--- src/rtl/lockgate_pkg.sv ---
package lockgate_pkg;

    typedef enum logic [2:0] {
        K_ALU = 3'd0,
        K_LDL = 3'd1,
        K_STC = 3'd2,
        K_LD  = 3'd3,
        K_ST  = 3'd4,
        K_MEM = 3'd5,
        K_BR  = 3'd6
    } op_kind_e;

    typedef struct packed {
        logic     valid;
        logic     wait_b;
        op_kind_e kind;
    } iq_ent_t;

    function automatic logic is_memref(op_kind_e k);
        return (k == K_LDL) || (k == K_STC) || (k == K_LD) ||
               (k == K_ST)  || (k == K_MEM);
    endfunction

    // Store-class for ordering: a load-locked is ordered as a store.
    function automatic logic is_store_class(op_kind_e k);
        return (k == K_ST) || (k == K_LDL) || (k == K_STC);
    endfunction

    // Does a queued op of kind `other` hold back a waiting op of kind `waiter`?
    function automatic logic holds_back(op_kind_e waiter, op_kind_e other);
        if (waiter == K_STC)
            return other == K_LDL;
        return is_store_class(other);
    endfunction

endpackage

--- src/rtl/lg_fetch_lock.sv ---
module lg_fetch_lock
    import lockgate_pkg::*;
(
    input  logic     clk,
    input  logic     rst,
    input  logic     flush,
    input  logic     fetch_valid,
    input  op_kind_e fetch_kind,
    input  logic     bp_taken_in,
    output logic     bp_taken_out,
    output logic     lock_open
);

    logic lock_q;

    always_ff @(posedge clk) begin
        if (rst || flush)
            lock_q <= 1'b0;
        else if (fetch_valid) begin
            if (fetch_kind == K_LDL)
                lock_q <= 1'b1;
            else if (is_memref(fetch_kind))
                lock_q <= 1'b0;
        end
    end

    assign lock_open    = lock_q;
    assign bp_taken_out = bp_taken_in & ~lock_q;

endmodule

--- src/rtl/lg_map_hold.sv ---
module lg_map_hold #(
    parameter int CNT_W = 4
) (
    input  logic             clk,
    input  logic             rst,
    input  logic             flush,
    input  logic             map_valid,
    input  logic             map_is_stc,
    input  logic [CNT_W-1:0] occ,
    input  logic             full,
    output logic             map_stall,
    output logic             map_accept
);

    logic hold_q;
    logic empty;

    assign empty      = (occ == '0);
    assign map_stall  = (hold_q && !empty) || full;
    assign map_accept = map_valid && !map_stall && !flush;

    always_ff @(posedge clk) begin
        if (rst || flush)
            hold_q <= 1'b0;
        else if (map_accept && map_is_stc)
            hold_q <= 1'b1;
        else if (empty)
            hold_q <= 1'b0;
    end

endmodule

--- src/rtl/lg_iq_track.sv ---
module lg_iq_track
    import lockgate_pkg::*;
#(
    parameter  int N     = 8,
    parameter  int AGE_W = 6,
    localparam int IDX_W = (N > 1) ? $clog2(N) : 1,
    localparam int CNT_W = $clog2(N + 1)
) (
    input  logic             clk,
    input  logic             rst,
    input  logic             flush,
    input  logic             alloc,
    input  op_kind_e         alloc_kind,
    input  logic [AGE_W-1:0] alloc_age,
    input  logic             alloc_stwait,
    input  logic [N-1:0]     grant,
    output logic [N-1:0]     slot_valid,
    output logic [N-1:0]     slot_wait,
    output logic [N-1:0]     slot_elig,
    output logic [CNT_W-1:0] occ,
    output logic             full
);

    iq_ent_t          ent_q [N];
    iq_ent_t          ent_d [N];
    logic [AGE_W-1:0] age_q [N];
    logic [N-1:0]     leave, surv, blk;
    logic [IDX_W-1:0] free_idx;
    logic             free_found;

    function automatic logic is_older(logic [AGE_W-1:0] a, logic [AGE_W-1:0] b);
        logic [AGE_W-1:0] d;
        d = a - b;
        return d[AGE_W-1];
    endfunction

    for (genvar g = 0; g < N; g++) begin : g_slot
        assign slot_valid[g] = ent_q[g].valid;
        assign slot_wait[g]  = ent_q[g].wait_b;
        assign slot_elig[g]  = ent_q[g].valid & ~ent_q[g].wait_b;
        assign leave[g]      = grant[g] & slot_elig[g];
        assign surv[g]       = ent_q[g].valid & ~leave[g];
    end

    always_comb begin
        free_found = 1'b0;
        free_idx   = '0;
        for (int i = N - 1; i >= 0; i--) begin
            if (!ent_q[i].valid) begin
                free_found = 1'b1;
                free_idx   = IDX_W'(i);
            end
        end
    end

    always_comb begin
        occ = '0;
        for (int i = 0; i < N; i++)
            occ = occ + {{(CNT_W-1){1'b0}}, ent_q[i].valid};
    end
    assign full = (occ == CNT_W'(N));

    // Blockers are judged after this cycle's departures.
    always_comb begin
        for (int i = 0; i < N; i++) begin
            blk[i] = 1'b0;
            for (int j = 0; j < N; j++) begin
                if (j != i && surv[j] && is_older(age_q[j], age_q[i]) &&
                    holds_back(ent_q[i].kind, ent_q[j].kind))
                    blk[i] = 1'b1;
            end
        end
    end

    always_comb begin
        for (int i = 0; i < N; i++) begin
            ent_d[i] = ent_q[i];
            if (leave[i])
                ent_d[i] = '0;
            else if (ent_q[i].valid && ent_q[i].wait_b && !blk[i])
                ent_d[i].wait_b = 1'b0;
        end
        if (alloc && free_found) begin
            ent_d[free_idx].valid  = 1'b1;
            ent_d[free_idx].kind   = alloc_kind;
            ent_d[free_idx].wait_b = (alloc_kind == K_STC) | alloc_stwait;
        end
    end

    always_ff @(posedge clk) begin
        if (rst || flush) begin
            for (int i = 0; i < N; i++)
                ent_q[i] <= '0;
        end else begin
            ent_q <= ent_d;
        end
    end

    always_ff @(posedge clk) begin
        if (rst) begin
            for (int i = 0; i < N; i++)
                age_q[i] <= '0;
        end else if (alloc && free_found) begin
            age_q[free_idx] <= alloc_age;
        end
    end

endmodule

--- src/rtl/lock_order_gate.sv ---
module lock_order_gate
    import lockgate_pkg::*;
#(
    parameter  int N     = 8,
    parameter  int AGE_W = 6,
    localparam int CNT_W = $clog2(N + 1)
) (
    input  logic             clk,
    input  logic             rst,
    input  logic             flush,
    input  logic             fetch_valid,
    input  logic [2:0]       fetch_kind,
    input  logic             bp_taken_in,
    output logic             bp_taken_out,
    output logic             lock_open,
    input  logic             map_valid,
    input  logic [2:0]       map_kind,
    input  logic [AGE_W-1:0] map_age,
    input  logic             map_stwait,
    output logic             map_stall,
    input  logic [N-1:0]     iq_grant,
    output logic [N-1:0]     iq_valid,
    output logic [N-1:0]     iq_wait,
    output logic [N-1:0]     iq_eligible,
    output logic [CNT_W-1:0] iq_count
);

    op_kind_e m_kind;
    logic     map_accept;
    logic     iq_full;

    assign m_kind = op_kind_e'(map_kind);

    lg_fetch_lock u_lock (
        .clk          (clk),
        .rst          (rst),
        .flush        (flush),
        .fetch_valid  (fetch_valid),
        .fetch_kind   (op_kind_e'(fetch_kind)),
        .bp_taken_in  (bp_taken_in),
        .bp_taken_out (bp_taken_out),
        .lock_open    (lock_open)
    );

    lg_map_hold #(.CNT_W(CNT_W)) u_hold (
        .clk        (clk),
        .rst        (rst),
        .flush      (flush),
        .map_valid  (map_valid),
        .map_is_stc (m_kind == K_STC),
        .occ        (iq_count),
        .full       (iq_full),
        .map_stall  (map_stall),
        .map_accept (map_accept)
    );

    lg_iq_track #(.N(N), .AGE_W(AGE_W)) u_iq (
        .clk          (clk),
        .rst          (rst),
        .flush        (flush),
        .alloc        (map_accept),
        .alloc_kind   (m_kind),
        .alloc_age    (map_age),
        .alloc_stwait (map_stwait),
        .grant        (iq_grant),
        .slot_valid   (iq_valid),
        .slot_wait    (iq_wait),
        .slot_elig    (iq_eligible),
        .occ          (iq_count),
        .full         (iq_full)
    );

endmodule

--- config.mk ---
export PLATFORM = sky130hd
export DESIGN_NAME = lock_order_gate
export DESIGN_NICKNAME = d
export VERILOG_FILES = /design/src/rtl/lockgate_pkg.sv /design/src/rtl/lg_fetch_lock.sv /design/src/rtl/lg_map_hold.sv /design/src/rtl/lg_iq_track.sv /design/src/rtl/lock_order_gate.sv
export SDC_FILE = /design/constraint.sdc
export NUM_CORES = 1
export LEC_CHECK = 0
export BUFFER_PORTS_ARGS = -buffer_cell sky130_fd_sc_hd__buf_4
export CORE_MARGIN = 10
export CORE_UTILIZATION = 55
export DETAILED_ROUTE_END_ITERATION = 12
export PLACE_DENSITY = 0.82
export SLEW_MARGIN = 20
export SYNTH_ARGS = -nofsm -noshare
export SYNTH_HDL_FRONTEND = slang
export SYNTH_SLANG_ARGS = --single-unit
--- constraint.sdc ---
create_clock -name clk -period 5.1 [get_ports clk]
set_input_delay 1.02 -clock clk [delete_from_list [all_inputs] [get_ports clk]]
set_output_delay 1.02 -clock clk [all_outputs]
set_load 0.05 [all_outputs]
==> metrics.csv, run 1 <==
stage,metric,value,unit
outcome,outcome,"complete, no violations",
timing,Slew HR,23.52,%
cells_and_area,Layout Cells excl Fill,1469,
detailed_routing,final wirelength,35110,um
detailed_routing,Residual DRC,0,
job,Max-Cap Viols,0,
min_path,worst hold start,u_iq.slot_wait[5],
grt,first-pass GRT wire length,52910,um
clock_network,cts repair resizes,0,
detailed_routing,1st-pass router iterations,6,
critical_path,Critical Path Max Stage Delay,0.52,ns
pwr,Seq pwr share,40.6,%
timing,Worst Skew,0.004454,ns
critical_path,CP Capture Type,flop,
clock_network,clk_lat worst skew,0.34,ns
critical_path,cell repeated most along the worst path,fa_1,
placement,global placement routability congestion,1.014,
clock_network,Clock Tree Buf Depth,2,
min_path,Worst Hold Endpoint,u_iq.slot_wait[5],
yosys,Post-synth EDFFs,48,
cells_and_area,fillers,1596,
detailed_routing,Iter 0 DRT Violations,1474,
grt,initial antenna violation count,0,
floorplan,core area,0.01864,mm^2
critical_path,Worst Path Max Fanout,16,
critical_path,r2r startpoint,u_iq.slot_valid[2],
min_path,Hold WC Path Type,flop to flop,
detailed_routing,Avg WL per Cell,23.90,um
grt,largest net degree at the start of global routing,35,
clock_network,CTS Sinks,90,
yosys,Mapped Nets,1472,
placement,PortBufs,57,
yosys,Yosys reg bits,90,
pwr,leakage,4.957,nW
grt,vias in the first global route,9389,
yosys,syn avg cell area,8.530,um^2
timing,RSZ-0062 raised after global routing,no,
yosys,"Async S/R FF share, synth",0,%
yosys,ys flop type,edfxtp_1,
clock_network,CTS Hold Bufs,0,
detailed_routing,DR vias/cell,6.711,
grt,grt met3 use,5.977,%
clock_network,Root Driver,clkbuf_16,
cells_and_area,layout cells sized above 1,7.206,%
timing,fin. max-slew vios,0,
pwr,pwr/cell area,189.2,mW/mm^2
yosys,Ys Warns,0,
clock_network,setup bufs post-CTS,0,
placement,HPWL Detailed,26010,um
cells_and_area,area of the multi-input gates,0.007575,mm^2
grt,Global Route met2 Usage,43.25,%
detailed_routing,routed via count,9858,
cells_and_area,layout overhead on the synthesized area,7.672,%
grt,Overflow after GRT,0,
cells_and_area,"most common cell after layout, fill and taps aside",ha_1,
yosys,Post-Synthesis Cells,1214,
pwr,Power Internal,1.420,mW
detailed_routing,post-route ant nets,0,
cells_and_area,Final Core Density,59.81,%
floorplan,starting density of the core,55.54,%
timing,Worst-Margin Slew,1.145,ns
pwr,Pwr Total,2.109,mW
timing,Final period util,91.03,%
pwr,worst vdd ir,305.6,uV
floorplan,Core Rows,50,
timing,Final Hold Vio Count,0,
yosys,library cells used by synthesis,50,
timing,Setup TNS,0,ns
yosys,sequential-to-total area share from yosys stat,22.04,%
floorplan,Top Ports,58,
grt,Top Usage Layer GRT,met2,
critical_path,r2r worst-path depth,13,
grt,grt met1 use,34.87,%
min_path,Hold Path Depth,2,
yosys,Syn Std Cell Area,0.01035,mm^2
cells_and_area,Reg area,0.002282,mm^2
placement,Placed Cells,1453,
critical_path,CP required,5.12,ns
clock_network,CTS Buf Count,9,
clock_network,CTS H-Tree Depth,3,
critical_path,register-to-register setup slack,0.46,ns
cells_and_area,most frequent cells in the layout,"227 x ha_1, 127 x a21oi_1, 99 x nand2_1",
cells_and_area,Final nets,1488,
critical_path,CP Launch Type,flop,
critical_path,reg2reg end,u_iq.age_q[5][1],
clock_network,CTS tree,yes,
critical_path,Setup CP Type,flop to flop,
floorplan,die area,0.02472,mm^2
floorplan,DIE HEIGHT,157.2,um
clock_network,"Clk pin slew, worst setup/hold paths",0.07,ns
timing,Fmax,215.4,MHz
pwr,Clock power frac,34.4,%
floorplan,Die W,157.2,um
cells_and_area,n_diodes,0,
critical_path,"Critical Path, Cell by Cell",inv_1 -> fa_1 -> fa_1 -> inv_1 -> fa_1 -> inv_1 -> fa_1 -> nor2b_1 -> nand4b_1 -> nand4b_4 -> nor3b_2 -> nand2_1 -> nand2b_1,
pwr,Psw,0.6893,mW
timing,Tmin final,4.642,ns
pwr,Combinational Power Share,24.9,%
grt,Global Route Usage Sum,27.76,%
critical_path,"Slowest-stage cell, CP",dfxtp_1,
timing,Final setup viols,0,
critical_path,CP arrival,4.66,ns
pwr,Sw Ratio,32.68,%
area by class of cell:
type | count | share of cell area [%]
Clock inverter | 7 | 0.8865
Inverter | 60 | 2.020
Clock buffer | 9 | 2.020
Tap cell | 234 | 2.626
Sequential cell | 90 | 20.47
Multi-Input combinational cell | 1009 | 67.94
Timing Repair Buffer | 60 | 4.040
cell usage after synthesis (6+ instances only):
master    count  share of area, %
a211oi_1     43               3.1
a21o_1       20               1.4
a21oi_1     127               6.1
a221oi_1      8              0.68
a31oi_1       6              0.36
and2_1       34               2.1
buf_4        16               1.2
clkbuf_1     34               1.2
dfxtp_1      42               8.1
edfxtp_1     48                14
ha_1        227                27
inv_1        60               2.2
nand2_1      99               3.6
nand2b_1     21               1.3
nand3_1      73               3.5
nand4_1      23               1.4
nor2_1       70               2.5
nor2b_1       7              0.42
nor3_1       15              0.72
nor3b_1       7              0.51
nor4_1        9              0.54
o21ai_0      41               2.0
o22ai_1      12              0.72
o31ai_1       6              0.43
o32ai_1      14               1.2
xnor2_1      46               3.9
xor2_1       45               3.8
how the worst max path moves through the flow:
stage	from	endpoint	cells past startpoint	slack, ns
4_1_cts	u_iq.slot_valid[2]	u_iq.age_q[5][1]	13	0.51
6_report	u_iq.slot_valid[2]	u_iq.age_q[5][1]	13	0.46
5_1_grt	u_iq.slot_valid[2]	u_iq.age_q[5][1]	13	0.19
3_5_place_dp	u_iq.slot_valid[2]	u_iq.age_q[5][4]	13	0.55
3_3_place_gp	u_iq.slot_valid[2]	u_iq.age_q[5][5]	13	0.75
2_1_floorplan	u_iq.slot_valid[2]	map_stall	11	0.30
flip-flops by register name, indices dropped and copies added, names as in the netlist:
| register | flops |
|---|---|
| u_hold.hold_q | 1 |
| u_iq.age_q | 48 |
| u_iq.ent_q | 24 |
| u_iq.slot_valid | 8 |
| u_iq.slot_wait | 8 |
| u_lock.lock_open | 1 |
layer usage:
layer	part of all wire [%]	vias to the layer above	wire length (um)
met5	0	-	0
met4	6.7	0	2363
met3	12	188	4082
met2	44	670	15570
met1	37	4614	13100
li1	-	4386	-
metrics by stage:
step / cell area [um^2] / hold WS (ns) / worst slack [ns]
2_1_floorplan: 10350 / 0.4684 / 0.2956
3_3_place_gp: 10830 / 0.4930 / 0.7465
4_1_cts: 11150 / 0.5188 / 0.5108
5_1_grt: 11150 / 0.5335 / 0.1852
3_5_place_dp: 10830 / 0.5085 / 0.5539
6_report: 11150 / 0.5217 / 0.4576
power by group through the flow:
stage / Clock (mW) / Combinational, mW / Sequential, mW
3_5_place_dp: 0 / 0.508 / 0.866
5_1_grt: 0.759 / 0.575 / 0.855
6_report: 0.727 / 0.526 / 0.857
2_1_floorplan: 0 / 0.378 / 0.819
3_3_place_gp: 0 / 0.494 / 0.866
4_1_cts: 0.722 / 0.511 / 0.850
cells by family (layout without fill, tap and decap cells):
family / count (synthesis) / after routing / share of synthesized area (%)
and+or+nand+nor: 384 / 384 / 19.03
xor gates and xnor gates: 91 / 91 / 7.697
buffers and inverters: 115 / 136 / 4.809
AOI/OAI and AO/OA: 299 / 299 / 17.83
DFF: 90 / 90 / 22.04
muxes: 4 / 4 / 0.3867
adders and majority gates: 231 / 231 / 28.20
critical path: cells and delay by family (launching register included):
kind | cells | cell delay [ns]
simple gates | 6 | 1.74
fa+ha+maj | 4 | 1.79
flops | 1 | 0.52
buf+inv | 3 | 0.27
No activity file was read; power rests on OpenSTA's default activity.
==> inputs of run 2 (changes only) <==
--- a/config.mk
+++ b/config.mk
@@ -5,11 +5,12 @@
 export SDC_FILE = /design/constraint.sdc
 export NUM_CORES = 1
 export LEC_CHECK = 0
-export BUFFER_PORTS_ARGS = -buffer_cell sky130_fd_sc_hd__buf_4
 export CORE_MARGIN = 10
 export CORE_UTILIZATION = 55
 export DETAILED_ROUTE_END_ITERATION = 12
-export PLACE_DENSITY = 0.82
+export DONT_BUFFER_PORTS = 1
+export MAX_ROUTING_LAYER = met4
+export PLACE_DENSITY = 0.79
 export SLEW_MARGIN = 20
 export SYNTH_ARGS = -nofsm -noshare
 export SYNTH_HDL_FRONTEND = slang
==> metrics.csv, run 2 (synthesis results as in run 1) <==
stage,metric,value,unit,change
pwr,worst vdd ir,179.8,uV,was 305.6 uV
clock_network,"Clk pin slew, worst setup/hold paths",0.07,ns,about the same
timing,Final setup viols,0,,unchanged
pwr,leakage,4.745,nW,was 4.957 nW
cells_and_area,Final Core Density,58.13,%,was 59.81%
detailed_routing,routed via count,9559,,was 9858
clock_network,clk_lat worst skew,0.35,ns,was 0.34 ns
grt,Overflow after GRT,0,,unchanged
detailed_routing,post-route ant nets,0,,unchanged
clock_network,setup bufs post-CTS,0,,unchanged
clock_network,CTS tree,yes,,unchanged
floorplan,DIE HEIGHT,157.2,um,unchanged
critical_path,CP required,4.08,ns,was 5.12 ns
clock_network,Clock Tree Buf Depth,2,,unchanged
grt,first-pass GRT wire length,53500,um,was 52910 um
cells_and_area,n_diodes,0,,unchanged
placement,Placed Cells,1412,,was 1453
timing,Tmin final,4.533,ns,was 4.642 ns
cells_and_area,"most common cell after layout, fill and taps aside",ha_1,,unchanged
grt,Global Route Usage Sum,29.35,%,was 27.76%
grt,largest net degree at the start of global routing,35,,unchanged
timing,Slew HR,22.83,%,was 23.52%
critical_path,CP Capture Type,primary output,,was flop
grt,vias in the first global route,8938,,was 9389
floorplan,die area,0.02472,mm^2,unchanged
timing,RSZ-0062 raised after global routing,no,,unchanged
critical_path,r2r startpoint,u_iq.slot_valid[0],,was u_iq.slot_valid[2]
min_path,worst hold start,u_iq.ent_q[7],,was u_iq.slot_wait[5]
cells_and_area,layout cells sized above 1,4.188,%,was 7.206%
cells_and_area,top flop regs,"u_iq.age_q: 48 flops, u_iq.ent_q: 24 flops",,unchanged
critical_path,CP arrival,3.51,ns,was 4.66 ns
floorplan,starting density of the core,55.54,%,unchanged
timing,Worst-Margin Slew,1.155,ns,was 1.145 ns
timing,Final Hold Vio Count,0,,unchanged
critical_path,cell repeated most along the worst path,fa_1,,unchanged
cells_and_area,most frequent cells in the layout,"227 x ha_1, 127 x a21oi_1, 99 x nand2_1",,unchanged
cells_and_area,most flop-heavy register,u_iq.age_q,,unchanged
timing,Worst Skew,0.01236,ns,was 0.004454 ns
job,Max-Cap Viols,0,,unchanged
detailed_routing,Avg WL per Cell,25.11,um,was 23.90 um
clock_network,Root Driver,clkbuf_16,,unchanged
critical_path,Worst Path Max Fanout,3,,was 16
placement,HPWL Detailed,26770,um,was 26010 um
critical_path,Setup CP Type,flop to primary output,,was flop to flop
timing,Final period util,88.88,%,was 91.03%
cells_and_area,Reg area,0.002282,mm^2,unchanged
clock_network,CTS Hold Bufs,0,,unchanged
timing,WHS,0.5304,ns,was 0.5217 ns
placement,PortBufs,0,,was 57
detailed_routing,DR vias/cell,6.694,,was 6.711
cells_and_area,Layout Cells excl Fill,1428,,was 1469
timing,Setup TNS,0,ns,unchanged
timing,fin. max-slew vios,0,,unchanged
detailed_routing,1st-pass router iterations,6,,unchanged
clock_network,CTS H-Tree Depth,3,,unchanged
pwr,Pwr Total,2.032,mW,was 2.109 mW
detailed_routing,met1 WL,14270,um,was 13100 um
outcome,outcome,"complete, no violations",,unchanged
critical_path,"Critical Path, Cell by Cell",ha_1 -> inv_1 -> fa_1 -> fa_1 -> inv_1 -> fa_1 -> inv_1 -> fa_1 -> nor2b_1 -> nand4b_1 -> nand2_1 -> buf_12,,was inv_1 -> fa_1 -> fa_1 -> inv_1 -> fa_1 -> inv_1 -> fa_1 -> nor2b_1 -> nand4b_1 -> nand4b_4 -> nor3b_2 -> nand2_1 -> nand2b_1
critical_path,Critical Path Max Stage Delay,0.49,ns,was 0.52 ns
floorplan,Die W,157.2,um,unchanged
detailed_routing,met2 WL,15870,um,was 15570 um
timing,Fmax,220.6,MHz,was 215.4 MHz
cells_and_area,layout overhead on the synthesized area,4.652,%,was 7.672%
cells_and_area,area of the multi-input gates,0.007580,mm^2,was 0.007575 mm^2
floorplan,Core Rows,50,,unchanged
placement,global placement routability congestion,1.013,,was 1.014
grt,initial antenna violation count,0,,unchanged
detailed_routing,met3 wire len,3841,um,was 4082 um
floorplan,core area,0.01864,mm^2,unchanged
min_path,Hold WC Path Type,flop to flop,,unchanged
detailed_routing,Residual DRC,0,,unchanged
cells_and_area,max reg flops,48,,unchanged
critical_path,Critical Path Start,u_iq.slot_valid[0],,was u_iq.slot_valid[2]
cells_and_area,Final nets,1447,,was 1488
critical_path,"Slowest-stage cell, CP",fa_1,,was dfxtp_1
cells_and_area,fillers,1703,,was 1596
critical_path,CP Launch Type,flop,,unchanged
clock_network,CTS Sinks,90,,unchanged
detailed_routing,final wirelength,35850,um,was 35110 um
floorplan,Top Ports,58,,unchanged
detailed_routing,top sig layer,met4,,unchanged
clock_network,CTS Buf Count,9,,unchanged
clock_network,cts repair resizes,0,,unchanged
pwr,pwr/cell area,187.5,mW/mm^2,was 189.2 mW/mm^2
detailed_routing,Iter 0 DRT Violations,1297,,was 1474
[run 2: cell count changes in the layout (fill, tap and decap cells not counted), sizes merged]
cell / before / now
buf: 60 / 19
bufinv: 2 / 0
clkinv: 1 / 3
[run 2: per-layer routing]
| layer | vias to the layer above | track usage [%] |
|---|---|---|
| met4 | 0 | 14.20 |
| met2 | 609 | 43.89 |
| met3 | 125 | 4.885 |
| li1 | 4311 | - |
| met5 | - | - |
| met1 | 4514 | 37.85 |
[run 2: worst paths after layout]
path | end | slack [ns] | depth (start not counted)
setup / recovery | map_stall | 0.57 | 12
hold / removal | u_iq.ent_q[7] | 0.53 | 2
setup reg to reg | u_iq.age_q[4][3] | 0.57 | 14
hold reg to reg | u_iq.ent_q[7] | 0.53 | 2
[run 2: per-stage QoR]
stage	cell area, um^2	setup WS [ns]
final	10840	0.5671
after CTS	10840	0.5726
after global routing	10840	0.2615
after floorplan	10350	0.2956
after global placement	10530	0.7041
after detailed placement	10540	0.6407
[run 2: layout make-up]
class / instances / share of cell area (%)
clock buffers: 9 / 2.078
repair buffers: 19 / 1.432
flip-flops and latches: 90 / 21.06
inverters: 60 / 2.078
well taps: 234 / 2.702
clock inverters: 7 / 0.7043
multi-input cells: 1009 / 69.95
[run 2: worst max-delay path: cells and delay by family, from the launching register on]
family                   cells  cell delay [ns]
buffers and inverters        4             0.37
adder cells (fa/ha/maj)      5             2.00
AND/OR/NAND/NOR              3             0.49
flip-flops                   1             0.32
[run 2: power by group]
group          internal (mW)  leakage (nW)  switching, mW
Combinational          0.192          3.77          0.324
Clock                  0.348         0.149          0.319
Sequential             0.781         0.822         0.0689
==> inputs of run 3 (changes only) <==
--- a/config.mk
+++ b/config.mk
@@ -6,11 +6,11 @@
 export NUM_CORES = 1
 export LEC_CHECK = 0
 export CORE_MARGIN = 10
-export CORE_UTILIZATION = 55
+export CORE_UTILIZATION = 66
 export DETAILED_ROUTE_END_ITERATION = 12
 export DONT_BUFFER_PORTS = 1
 export MAX_ROUTING_LAYER = met4
-export PLACE_DENSITY = 0.79
+export PLACE_DENSITY = 0.91
 export SLEW_MARGIN = 20
 export SYNTH_ARGS = -nofsm -noshare
 export SYNTH_HDL_FRONTEND = slang
==> metrics.csv, run 3 (synthesis results as in run 1) <==
stage,metric,value,unit,change
clock_network,setup bufs post-CTS,0,,unchanged
critical_path,CP arrival,4.87,ns,was 3.51 ns
cells_and_area,n_diodes,0,,unchanged
grt,vias in the first global route,9519,,was 8938
clock_network,Clock Tree Buf Depth,2,,unchanged
critical_path,Critical Path Max Stage Delay,0.50,ns,was 0.49 ns
clock_network,Root Driver,clkbuf_16,,unchanged
clock_network,CTS H-Tree Depth,3,,unchanged
floorplan,Die W,145.3,um,was 157.2 um
cells_and_area,max reg flops,48,,unchanged
min_path,Hold WC Path Type,flop to flop,,unchanged
placement,global placement routability congestion,1.041,,was 1.013
grt,Global Route Usage Sum,34.05,%,was 29.35%
critical_path,CP Capture Type,flop,,was primary output
floorplan,core area,0.01531,mm^2,was 0.01864 mm^2
floorplan,starting density of the core,67.61,%,was 55.54%
critical_path,Worst Path Max Fanout,16,,was 3
critical_path,"Slowest-stage cell, CP",fa_1,,unchanged
detailed_routing,Residual DRC,0,,unchanged
pwr,Clock power frac,33.3,%,was 32.8%
critical_path,buffers and inverters on the worst path,3,,was 4
cells_and_area,layout overhead on the synthesized area,3.722,%,was 4.652%
cells_and_area,"most common cell after layout, fill and taps aside",ha_1,,unchanged
pwr,Power Internal,1.357,mW,was 1.321 mW
critical_path,cell repeated most along the worst path,fa_1,,unchanged
clock_network,CTS Hold Bufs,0,,unchanged
placement,PortBufs,0,,unchanged
timing,Final setup viols,0,,unchanged
floorplan,Top Ports,58,,unchanged
cells_and_area,most frequent cells in the layout,"227 x ha_1, 127 x a21oi_1, 99 x nand2_1",,unchanged
floorplan,Core Rows,45,,was 50
job,Max-Cap Viols,0,,unchanged
outcome,outcome,"complete, no violations",,unchanged
timing,Final period util,94.95,%,was 88.88%
clock_network,clk_lat worst skew,0.35,ns,about the same
clock_network,CTS tree,yes,,unchanged
timing,Worst Skew,0.008488,ns,was 0.01236 ns
cells_and_area,fillers,1181,,was 1703
grt,initial antenna violation count,0,,unchanged
detailed_routing,post-route ant nets,0,,unchanged
pwr,worst vdd ir,228.0,uV,was 179.8 uV
timing,WHS,0.5268,ns,was 0.5304 ns
pwr,leakage,4.694,nW,was 4.745 nW
clock_network,cts repair resizes,0,,unchanged
critical_path,Crit path max-delay family,adder cells,,unchanged
detailed_routing,DR vias/cell,7.208,,was 6.694
detailed_routing,1st-pass router iterations,6,,unchanged
critical_path,"Critical Path, Cell by Cell",ha_1 -> inv_1 -> fa_1 -> fa_1 -> inv_1 -> fa_1 -> inv_1 -> fa_1 -> nor2b_1 -> nand4b_1 -> nand4b_4 -> nor3b_2 -> nand2_1 -> nand2b_1,,was ha_1 -> inv_1 -> fa_1 -> fa_1 -> inv_1 -> fa_1 -> inv_1 -> fa_1 -> nor2b_1 -> nand4b_1 -> nand2_1 -> buf_12
timing,Slew HR,16.69,%,was 22.83%
floorplan,die area,0.02110,mm^2,was 0.02472 mm^2
placement,HPWL Detailed,26120,um,was 26770 um
cells_and_area,layout cells sized above 1,3.376,%,was 4.188%
detailed_routing,final wirelength,36530,um,was 35850 um
timing,Fmax,206.5,MHz,was 220.6 MHz
cells_and_area,Final nets,1438,,was 1447
timing,Worst-Margin Slew,1.247,ns,was 1.155 ns
grt,Overflow after GRT,0,,unchanged
clock_network,CTS Sinks,90,,unchanged
detailed_routing,Iter 0 DRT Violations,1729,,was 1297
critical_path,Setup CP Type,flop to flop,,was flop to primary output
pwr,pwr/cell area,191.2,mW/mm^2,was 187.5 mW/mm^2
grt,first-pass GRT wire length,55100,um,was 53500 um
clock_network,"Clk pin slew, worst setup/hold paths",0.07,ns,about the same
cells_and_area,top flop regs,"u_iq.age_q: 48 flops, u_iq.ent_q: 24 flops",,unchanged
timing,Setup TNS,0,ns,unchanged
clock_network,CTS Buf Count,9,,unchanged
pwr,Psw,0.6966,mW,was 0.7116 mW
pwr,Seq pwr share,41.8,%,about the same
timing,Final Hold Vio Count,0,,unchanged
pwr,Sw Ratio,33.92,%,was 35.01%
timing,fin. max-slew vios,0,,unchanged
cells_and_area,most flop-heavy register,u_iq.age_q,,unchanged
detailed_routing,routed via count,10060,,was 9559
floorplan,DIE HEIGHT,145.3,um,was 157.2 um
critical_path,CP required,5.13,ns,was 4.08 ns
timing,Tmin final,4.842,ns,was 4.533 ns
timing,RSZ-0062 raised after global routing,no,,unchanged
grt,largest net degree at the start of global routing,35,,unchanged
critical_path,CP Launch Type,flop,,unchanged
pwr,Combinational Power Share,24.9,%,was 25.4%
detailed_routing,Avg WL per Cell,26.16,um,was 25.11 um
## run 3: cell count changes in the layout (fill, tap and decap cells not counted), sizes merged
| cell | before | now |
|---|---|---|
| clkinvlp | 0 | 1 |
| buf | 19 | 10 |
| clkinv | 3 | 2 |
| inv | 64 | 62 |
| clkbuf | 9 | 10 |
| bufinv | 0 | 1 |
## run 3: final cells by class
| type | instances | area, um^2 | share of cell area [%] |
|---|---|---|---|
| clock buffers | 10 | 229.0 | 2.132 |
| clock inverters | 6 | 72.57 | 0.6757 |
| inverters | 60 | 225.2 | 2.097 |
| multi-input cells | 1009 | 7580 | 70.57 |
| flip-flops and latches | 90 | 2282 | 21.25 |
| well taps | 211 | 264.0 | 2.458 |
| repair buffers | 10 | 87.58 | 0.8155 |
## run 3: per-layer routing
metal | global-route usage (%) | vias to the layer above | wire (um)
met5 | - | - | 0
met2 | 49.98 | 899 | 15590
met4 | 18.45 | 0 | 2549
met1 | 40.91 | 4624 | 12730
met3 | 10.65 | 246 | 5654
li1 | - | 4293 | -
## run 3: worst paths after layout
kind                            from               end  slack, ns  depth (start not counted)
setup / recovery  u_iq.slot_valid[0]  u_iq.age_q[5][4]       0.26                         14
hold reg to reg        u_iq.ent_q[7]     u_iq.ent_q[7]       0.53                          2
hold / removal         u_iq.ent_q[7]     u_iq.ent_q[7]       0.53                          2
setup reg to reg  u_iq.slot_valid[0]  u_iq.age_q[5][4]       0.26                         14
## run 3: worst reg2reg max path, stage by stage, from the launching register on
cell and delay [ns]:
dfxtp_1 0.32, ha_1 0.30, inv_1 0.08, fa_1 0.44
fa_1 0.50, inv_1 0.06, fa_1 0.39, inv_1 0.08
fa_1 0.45, nor2b_1 0.17, nand4b_1 0.20, nand4b_4 0.31
nor3b_2 0.40, nand2_1 0.40, nand2b_1 0.42
## run 3: stage by stage
stage / util, % / total power [mW] / cells / area (um^2) / setup WS, ns
after floorplan: - / 1.197 / 1214 / 10350 / 0.2956
final: 70.13 / 2.054 / 1396 / 10740 / 0.2575
after global placement: 68.13 / 1.334 / 1380 / 10430 / 0.7365
after detailed placement: 68.13 / 1.351 / 1380 / 10430 / 0.4478
after CTS: 70.10 / 2.014 / 1396 / 10740 / 0.3579
after global routing: 70.13 / 2.114 / 1396 / 10740 / 0.09102
## run 3: power groups by stage
stage / Clock [mW] / Sequential, mW / Combinational, mW
floorplan: 0 / 0.819 / 0.378
global placement: 0 / 0.865 / 0.469
detailed placement: 0 / 0.866 / 0.485
CTS: 0.674 / 0.851 / 0.489
global route: 0.705 / 0.856 / 0.553
finish: 0.683 / 0.859 / 0.511
